**src/rtl/dmaFragPkg.sv**
```systemverilog
package dmaFragPkg;

  // Strobes from the control FSM into the datapath, at most one per cycle
  typedef struct packed {
    logic load;     // capture a new request
    logic step;     // advance inside the current run
    logic nextArr;  // move to the next array start
  } fragStrobe_t;

  typedef enum logic [1:0] {
    ST_IDLE = 2'd0,
    ST_RUN  = 2'd1,
    ST_DONE = 2'd2
  } fragState_t;

endpackage

```
**src/rtl/dmaFragMerge.sv**
```systemverilog
module dmaFragMerge #(
  parameter int ACNT_W    = 16,
  parameter int BCNT_W    = 16,
  parameter int BIDX_W    = 16,
  parameter int DBS       = 32,
  parameter int MERGE_MAX = 1023
) (
  input  logic [ACNT_W-1:0] acnt,
  input  logic [BCNT_W-1:0] bcnt,
  input  logic [BIDX_W-1:0] bidx,
  input  logic              hold,
  output logic              mergeOk
);
  localparam int EXT_W = (ACNT_W > BIDX_W) ? ACNT_W : BIDX_W;

  logic fitsBurst, isPow2, strideMatch, countFits, incMode;

  always_comb begin
    fitsBurst   = acnt <= ACNT_W'(DBS);
    isPow2      = (acnt != '0) && ((acnt & (acnt - ACNT_W'(1))) == '0);
    strideMatch = !bidx[BIDX_W-1] && (EXT_W'(bidx) == EXT_W'(acnt));
    countFits   = bcnt <= BCNT_W'(MERGE_MAX);
    incMode     = !hold;
    mergeOk     = fitsBurst && isPow2 && strideMatch && countFits && incMode;
  end

endmodule

```
**src/rtl/dmaFragPath.sv**
```systemverilog
module dmaFragPath
  import dmaFragPkg::*;
#(
  parameter int ADDR_W = 32,
  parameter int ACNT_W = 16,
  parameter int BCNT_W = 16,
  parameter int BIDX_W = 16,
  parameter int DBS    = 32,
  localparam int OFF_W = $clog2(DBS),
  localparam int LEN_W = OFF_W + 1
) (
  input  logic              clk,
  input  logic              rstN,
  input  fragStrobe_t       strobe,
  input  logic [ADDR_W-1:0] reqAddr,
  input  logic [ACNT_W-1:0] reqAcnt,
  input  logic [BCNT_W-1:0] reqBcnt,
  input  logic [BIDX_W-1:0] reqBidx,
  input  logic              reqHold,
  input  logic              mergeOk,
  output logic              reqEmpty,
  output logic              lastCmd,
  output logic              lastArray,
  output logic              holdActive,
  output logic [ADDR_W-1:0] cmdAddr,
  output logic [LEN_W-1:0]  cmdLen
);
  localparam int REM_W = ACNT_W + BCNT_W;

  logic [ADDR_W-1:0] arrStart, ptr, nextStart, bidxExt;
  logic [REM_W-1:0]  rem, loadRem;
  logic [BCNT_W-1:0] arrLeft;
  logic [ACNT_W-1:0] acntQ;
  logic [BIDX_W-1:0] bidxQ;
  logic              holdQ;
  logic [LEN_W-1:0]  toBound;

  always_comb begin
    reqEmpty  = (reqAcnt == '0) || (reqBcnt == '0);
    toBound   = LEN_W'(DBS) - {1'b0, ptr[OFF_W-1:0]};
    lastCmd   = rem <= REM_W'(toBound);
    cmdLen    = lastCmd ? rem[LEN_W-1:0] : toBound;
    lastArray = arrLeft == BCNT_W'(1);
    bidxExt   = {{(ADDR_W-BIDX_W){bidxQ[BIDX_W-1]}}, bidxQ};
    nextStart = arrStart + bidxExt;
    cmdAddr   = holdQ ? arrStart : ptr;
    loadRem   = mergeOk ? (REM_W'(reqAcnt) * REM_W'(reqBcnt)) : REM_W'(reqAcnt);
    holdActive = holdQ;
  end

  always_ff @(posedge clk or negedge rstN) begin
    if (!rstN) begin
      arrStart <= '0;
      ptr      <= '0;
      rem      <= '0;
      arrLeft  <= '0;
      acntQ    <= '0;
      bidxQ    <= '0;
      holdQ    <= 1'b0;
    end else if (strobe.load) begin
      arrStart <= reqAddr;
      ptr      <= reqAddr;
      rem      <= loadRem;
      arrLeft  <= mergeOk ? BCNT_W'(1) : reqBcnt;
      acntQ    <= reqAcnt;
      bidxQ    <= reqBidx;
      holdQ    <= reqHold;
    end else if (strobe.nextArr) begin
      arrStart <= nextStart;
      ptr      <= nextStart;
      rem      <= REM_W'(acntQ);
      arrLeft  <= arrLeft - BCNT_W'(1);
    end else if (strobe.step) begin
      ptr <= ptr + ADDR_W'(cmdLen);
      rem <= rem - REM_W'(cmdLen);
    end
  end

endmodule

```
**src/rtl/dmaFragCtrl.sv**
```systemverilog
module dmaFragCtrl
  import dmaFragPkg::*;
(
  input  logic        clk,
  input  logic        rstN,
  input  logic        reqValid,
  input  logic        reqEmpty,
  input  logic        cmdReady,
  input  logic        lastCmd,
  input  logic        lastArray,
  output logic        reqReady,
  output logic        cmdValid,
  output logic        done,
  output fragStrobe_t strobe
);
  fragState_t state, stateNext;

  always_comb begin
    strobe    = '0;
    stateNext = state;
    unique case (state)
      ST_IDLE: begin
        if (reqValid) begin
          if (reqEmpty) begin
            stateNext = ST_DONE;
          end else begin
            strobe.load = 1'b1;
            stateNext   = ST_RUN;
          end
        end
      end
      ST_RUN: begin
        if (cmdReady) begin
          if (!lastCmd)       strobe.step    = 1'b1;
          else if (lastArray) stateNext      = ST_DONE;
          else                strobe.nextArr = 1'b1;
        end
      end
      ST_DONE: stateNext = ST_IDLE;
      default: stateNext = ST_IDLE;
    endcase
  end

  always_ff @(posedge clk or negedge rstN) begin
    if (!rstN) state <= ST_IDLE;
    else       state <= stateNext;
  end

  assign reqReady = state == ST_IDLE;
  assign cmdValid = state == ST_RUN;
  assign done     = state == ST_DONE;

endmodule

```
**src/rtl/dmaFragmenter.sv**
```systemverilog
module dmaFragmenter
  import dmaFragPkg::*;
#(
  parameter int ADDR_W = 32,
  parameter int ACNT_W = 16,
  parameter int BCNT_W = 16,
  parameter int BIDX_W = 16,
  parameter int DBS    = 32,
  localparam int LEN_W = $clog2(DBS) + 1
) (
  input  logic              clk,
  input  logic              rstN,
  input  logic              reqValid,
  output logic              reqReady,
  input  logic [ADDR_W-1:0] reqAddr,
  input  logic [ACNT_W-1:0] reqAcnt,
  input  logic [BCNT_W-1:0] reqBcnt,
  input  logic [BIDX_W-1:0] reqBidx,
  input  logic              reqHold,
  output logic              cmdValid,
  input  logic              cmdReady,
  output logic [ADDR_W-1:0] cmdAddr,
  output logic [LEN_W-1:0]  cmdLen,
  output logic              done
);
  fragStrobe_t strobe;
  logic mergeOk, reqEmpty, lastCmd, lastArray, holdActive;

  dmaFragMerge #(
    .ACNT_W(ACNT_W), .BCNT_W(BCNT_W), .BIDX_W(BIDX_W), .DBS(DBS), .MERGE_MAX(1023)
  ) uMerge (
    .acnt(reqAcnt), .bcnt(reqBcnt), .bidx(reqBidx), .hold(reqHold), .mergeOk(mergeOk)
  );

  dmaFragPath #(
    .ADDR_W(ADDR_W), .ACNT_W(ACNT_W), .BCNT_W(BCNT_W), .BIDX_W(BIDX_W), .DBS(DBS)
  ) uPath (
    .clk(clk), .rstN(rstN), .strobe(strobe),
    .reqAddr(reqAddr), .reqAcnt(reqAcnt), .reqBcnt(reqBcnt), .reqBidx(reqBidx),
    .reqHold(reqHold), .mergeOk(mergeOk), .reqEmpty(reqEmpty), .lastCmd(lastCmd),
    .lastArray(lastArray), .holdActive(holdActive), .cmdAddr(cmdAddr), .cmdLen(cmdLen)
  );

  dmaFragCtrl uCtrl (
    .clk(clk), .rstN(rstN), .reqValid(reqValid), .reqEmpty(reqEmpty),
    .cmdReady(cmdReady), .lastCmd(lastCmd), .lastArray(lastArray),
    .reqReady(reqReady), .cmdValid(cmdValid), .done(done), .strobe(strobe)
  );

endmodule

```
**config.mk**
```make
export PLATFORM = sky130hd
export DESIGN_NAME = dmaFragmenter
export DESIGN_NICKNAME = d
export VERILOG_FILES = /design/src/rtl/dmaFragPkg.sv /design/src/rtl/dmaFragMerge.sv /design/src/rtl/dmaFragPath.sv /design/src/rtl/dmaFragCtrl.sv /design/src/rtl/dmaFragmenter.sv
export SDC_FILE = /design/constraint.sdc
export NUM_CORES = 1
export LEC_CHECK = 0
export BUFFER_PORTS_ARGS = -buffer_cell sky130_fd_sc_hd__buf_2
export CAP_MARGIN = 0
export CORE_MARGIN = 1.5
export CORE_UTILIZATION = 40
export CTS_CLUSTER_SIZE = 10
export DETAILED_ROUTE_END_ITERATION = 7
export PLACE_DENSITY = 0.54
export SLEW_MARGIN = 10
export SYNTH_ARGS = -nofsm -noshare
export SYNTH_HDL_FRONTEND = slang
export SYNTH_HIERARCHICAL = 1
export SYNTH_SLANG_ARGS = --single-unit
```
**constraint.sdc**
```tcl
create_clock -name clk -period 6.2 [get_ports clk]
set_input_delay 1.86 -clock clk [delete_from_list [all_inputs] [get_ports clk]]
set_output_delay 1.86 -clock clk [all_outputs]
set_load 0.02 [all_outputs]
```
; ---- Word-level counts from Yosys, hierarchy flattened
; Index checks and enable logic that the tools add are counted.
[word_totals]
register_bits = 147
out_inout_bits = 41
elab_cells = 72
[op_classes]
add_sub_neg = 6
multipliers = 1
magnitude_cmp = 3
eq_ne = 8
n_mux = 28
bitwise = 1
reduce_logical = 17
[ops]
columns = op, n
row1 = $mux W32, 10
row2 = $logic_not A16 Y1, 3
row3 = $mux W16, 3
row4 = $add A32 B32 Y32, 1
row5 = $add A32 B6 Y32, 1
row6 = $le A32 B6 Y1, 1
row7 = $mul A16 B16 Y32, 1
row8 = $sub A16 B1 Y16 const B, 2
row9 = $sub A32 B6 Y32, 1
row10 = $and A16 B16 Y16, 1
row11 = $eq A16 B1 Y1 const B, 1
row12 = $eq A16 B16 Y1, 1
row13 = $le A16 B10 Y1 const B, 1
row14 = $le A16 B6 Y1 const B, 1
row15 = $reduce_bool A16 Y1, 1
row16 = $mux W2, 7
row17 = $logic_and A1 B1 Y1, 6
row18 = $mux W1, 6
row19 = $mux W6, 1
row20 = $ne A2 B1 Y1 const B, 3
row21 = $sub A6 B5 Y6 const A, 1
row22 = $pmux W2 S2, 1
row23 = $reduce_and A4 Y1, 1
row24 = $reduce_bool A3 Y1, 1
row25 = other kinds (7), 8

; ---- Logic depth before layout (Yosys ltp)
[logic_depth]
ltp_word = 10
depth_mapped = 24

; ---- By module
; The synthesis kept the hierarchy.
[by_module_without_submodules]
columns = mod, instances, cells_per_inst, area_per_inst_um2, seq_area_each_um2
row1 = dmaFragPath, 1, 2179, 19093.3, 3628.5
row2 = dmaFragMerge, 1, 37, 274.0, 0.0
row3 = dmaFragCtrl, 1, 16, 142.6, 50.0

; ---- Worst setup path before layout
; No wires, ideal clock.
[synth_timing]
path_kind = input-to-reg
start = input reqAcnt[10]
end = register uPath.rem[25]
setup_time_ns = 0.138
t_arrival_ns = 7.541
t_required_ns = 6.062
path_slack_ns = -1.480
cell_stages = 21
path_cell_list = clkbuf_1 clkbuf_1 nand2_1 fa_1 fa_1 fa_1 fa_1 inv_1 fa_1 inv_1 fa_1 inv_1 ha_1 nand2_1 o21ai_0 a2111oi_4 o21ai_0 a211o_1 a31oi_1 xor2_1 o22ai_1
[synth_between]
elab_chain_cells = 10
elab_cells_between_ends = 21
[synth_lines]
columns = element, line
row1 = "start, declared", dmaFragmenter.sv:16  ; input logic [ACNT_W-1:0] reqAcnt,
row2 = branches (longest 10 deep; another with $mul A16 B16 Y32), --
row3 = "end signal, assigned", dmaFragPath.sv:63  ; rem <= loadRem;
row4 = "end signal, assigned", dmaFragPath.sv:71  ; rem <= REM_W'(acntQ);
row5 = "end signal, assigned", dmaFragPath.sv:75  ; rem <= rem - REM_W'(cmdLen);
row6 = "end, declared", dmaFragPath.sv:31  ; logic [REM_W-1:0] rem, loadRem;
; Parallel ways; which one is timed is not known.
; A chain may end at the register's enable or synchronous reset.

; ---- Worst setup path after layout
[layout_timing]
start = input reqAcnt[8]
end = register uPath.rem[19]
; Same word-level chain as after synthesis.

==> results.md <==
- Largest net degree at the start of global routing: 92
- Clock skew: 0.00952 ns
- Most frequent cells in the layout: inv_1 (259), nand2_1 (257), buf_4 (198)
- Slowest cell on crit path: fa_2
- CP required: 6.59 ns
- Final worst slack: -0.681 ns
- Htree depth: 4
- Critical path capture point type: register
- Yosys top cell area share: 0.202
- Final core utilization: 0.500
- Vias: 17300
- DP HPWL: 50400 um
- Post-synth EDFFs: 0
- Tmin final: 6.88 ns
- Row cnt: 80
- DR vias/cell: 5.56
- Final setup violation count: 20
- Cts bufs inserted: 17
- Pre-antenna DRT Iters: 5
- Die height: 224 um
- VDD IR max: 0.891 mV
- Die width: 224 um
- TNS Setup: -9.85 ns
- Synth async-reset ratio: 1.00
- Top_reg_cell synth: dfrtp_1
- Initial cell density of the core: 0.407
- CP cell instances: buf_12 > and2_4 > fa_1 > inv_1 > fa_1 > fa_2 > inv_2 > fa_1 > fa_1 > inv_2 > fa_1 > inv_2 > ha_4 > nand2_4 > nor3_4 > a2111oi_4 > buf_4 > buf_4 > buf_6 > o31ai_4 > a21oi_2 > xor2_1 > o22ai_1 > o21a_1
- Synthesis-to-layout area growth: 22.9%
- Unrepaired setup endpoints after global routing: yes
- Stages on worst setup path: 24
- Syn Std Cell Area: 19500 um2
- Post-CTS Hold Fix Bufs: 0
- Flop2flop setup slack: 0.66 ns
- Failing checks: setup timing
- Avg Inst Size Synth: 8.74 um2
- Final period util: 1.11
- Layout cells sized above 1: 0.245
- Library cells used by synthesis: 88
- TritonCTS clock tree: built
- Critical path class: in2reg
- GP Congestion: 0.937
- Place WS: -1.43 ns
- Sequential area share after synthesis: 0.189
- Area contributors post-synth: fa_1 (20%), dfrtp_1 (19%), ha_1 (10%), inv_1 (5.4%), nand2_1 (5.1%)
- Total I/O pin count: 126
- Cell taking the most area after synthesis: fa_1
- Register-to-Register Path Depth: 24
- Slew HR: 0.446
- Most used cell, CP: fa_1
- Clk root buf: clkbuf_16
- Core Box Area: 47900 um2
- Die ar.: 50100 um2
- Reg-to-Reg Start: uPath/ptr[0]
- Detailed-route wire length: 64200 um
- Number of global-route vias before repair: 17985
- Critical Path Start Type: input port
- PwrDens: 621 nW/um2
- First-pass GRT wire length: 101000 um
- Final hold viol count: 0
- Data arrival time of the worst path: 7.27 ns
- WP buf/inv: 8
- Routed Antenna Nets: 0
- Post-synthesis cell count: 2232
- Slew @ Worst Pin: 0.831 ns
- Max Root-Sink Buffers: 2
- CP peak stage delay: 0.55 ns
- Clock slew at reported path FFs: 0.07 ns
- Sink Count: 147
- End point of the critical path: uPath/rem[19]
- YS warnings: 6
- Yosys reg bits: 147
- Status: finished, violations left
- Initial DRC count: 1244
- Max Clk Rate: 0.145 GHz
- Total track usage: 0.263
- # fillers: 4559
- Clock Latency Late Sink: 0.44 ns
- Layout net count: 2920
- GRT Residual Overflow: 0
- Min-Delay Path Class: reg2reg
- Total Power: 14.9 mW
- Port Buffers: 125
- Worst-path fanout max: 8
- Lkg Pwr: 11.5 nW
- Reg2reg end: uPath/ptr[24]
- Max_cap viols: 0
- Slew Limit Fails: 0
- Initial antenna violation count: 3
- Crit-path leading delay family: adder cells
- Commonest non-fill, non-tap cell in the layout: inv_1
- Worst setup startpoint: reqAcnt[8]
- Mapped Nets: 2670
- DR WL/cell: 20.6 um
- Drt drc: 0
-- registers in the layout, indices dropped and copies added, names as in the netlist --
register	flops
uCtrl/state	2
uPath/holdActive	1
uPath/bidxQ	16
uPath/arrStart	32
uPath/ptr	32
uPath/rem	32
uPath/acntQ	16
uPath/arrLeft	16
-- synthesized netlist by cell type, types with 34 or more instances --
library cell	count
inv_1	279
mux2_2	64
xor2_1	53
a21oi_1	106
o22ai_1	34
nand2_1	264
xnor2_1	52
clkbuf_1	96
and2_1	128
o21ai_0	76
a21o_1	39
ha_1	156
dfrtp_1	147
nor2_1	89
fa_1	197
-- worst register-to-register path: cells and delay by family, from the launching register on --
family | cells | cell delay [ns]
adder cells (fa/ha/maj) | 4 | 1.30
flip-flops | 1 | 0.41
AND/OR/NAND/NOR | 5 | 0.76
AO/OA/AOI/OAI | 10 | 2.11
multiplexers | 1 | 0.37
buffers and inverters | 4 | 0.47
-- kinds of logic after synthesis --
| kind of cell | share of synthesized area |
|---|---|
| multiplexers | 0.0508 |
| adder cells (fa/ha/maj) | 0.302 |
| AO/OA/AOI/OAI | 0.158 |
| buffers and inverters | 0.0773 |
| AND/OR/NAND/NOR | 0.176 |
| flip-flops | 0.189 |
| XOR/XNOR | 0.0471 |
-- how the worst min path moves through the flow --
stage / startpoint / endpoint / slack [ns] / depth (start not counted)
CTS: uPath/acntQ[11] / uPath/acntQ[11] / 0.51 / 1
global placement: uPath/acntQ[13] / uPath/acntQ[13] / 0.49 / 1
floorplan: uPath/arrStart[27] / uPath/arrStart[27] / 0.46 / 2
finish: uPath/acntQ[11] / uPath/acntQ[11] / 0.51 / 1
detailed placement: uPath/acntQ[13] / uPath/acntQ[13] / 0.50 / 1
global route: uPath/acntQ[3] / uPath/acntQ[3] / 0.52 / 1
-- metal layers --
metal	part of all wire	vias up	GRT usage
li1	-	8051	-
met3	0.063	82	0.0494
met2	0.46	518	0.426
met4	0.022	4	0.0663
met5	0.00042	-	0
met1	0.45	8645	0.360
-- per-stage QoR --
stage               instances  hold WS (ns)  cell area (um2)
floorplan                2232         0.462            20200
global placement         3044         0.485            22300
detailed placement       3044         0.495            22300
CTS                      3097         0.511            23700
global route             3109         0.517            24000
finish                   3110         0.508            24000
-- where the power goes --
| group | internal [mW] | leakage, nW | total, mW | switching, mW |
|---|---|---|---|---|
| Sequential | 1.10 | 1.86 | 1.27 | 0.170 |
| Clock | 0.694 | 0.305 | 1.15 | 0.452 |
| Combinational | 6.14 | 9.38 | 12.5 | 6.33 |
-- area by class of cell --
type / instances / area, um2 / area share
timing repair buffer: 351 / 2800 / 0.117
tap: 615 / 769 / 0.0321
clock inverter: 12 / 180 / 0.00751
antenna: 1 / 2.50 / 0.000104
inverter: 279 / 1050 / 0.0437
clock buffer: 19 / 453 / 0.0189
multi-input combinational: 1686 / 15100 / 0.628
sequential: 147 / 3680 / 0.153
-- what timing repair did --
| item | in CTS | in global routing |
|---|---|---|
| pin swaps | 62 | 44 |
| setup endpoints to repair | 24 | 24 |
| cloned | 1 | 0 |
| resized for setup | 152 | 50 |
| buffers inserted | 21 | 12 |
Power figures use the tool's default switching activity.
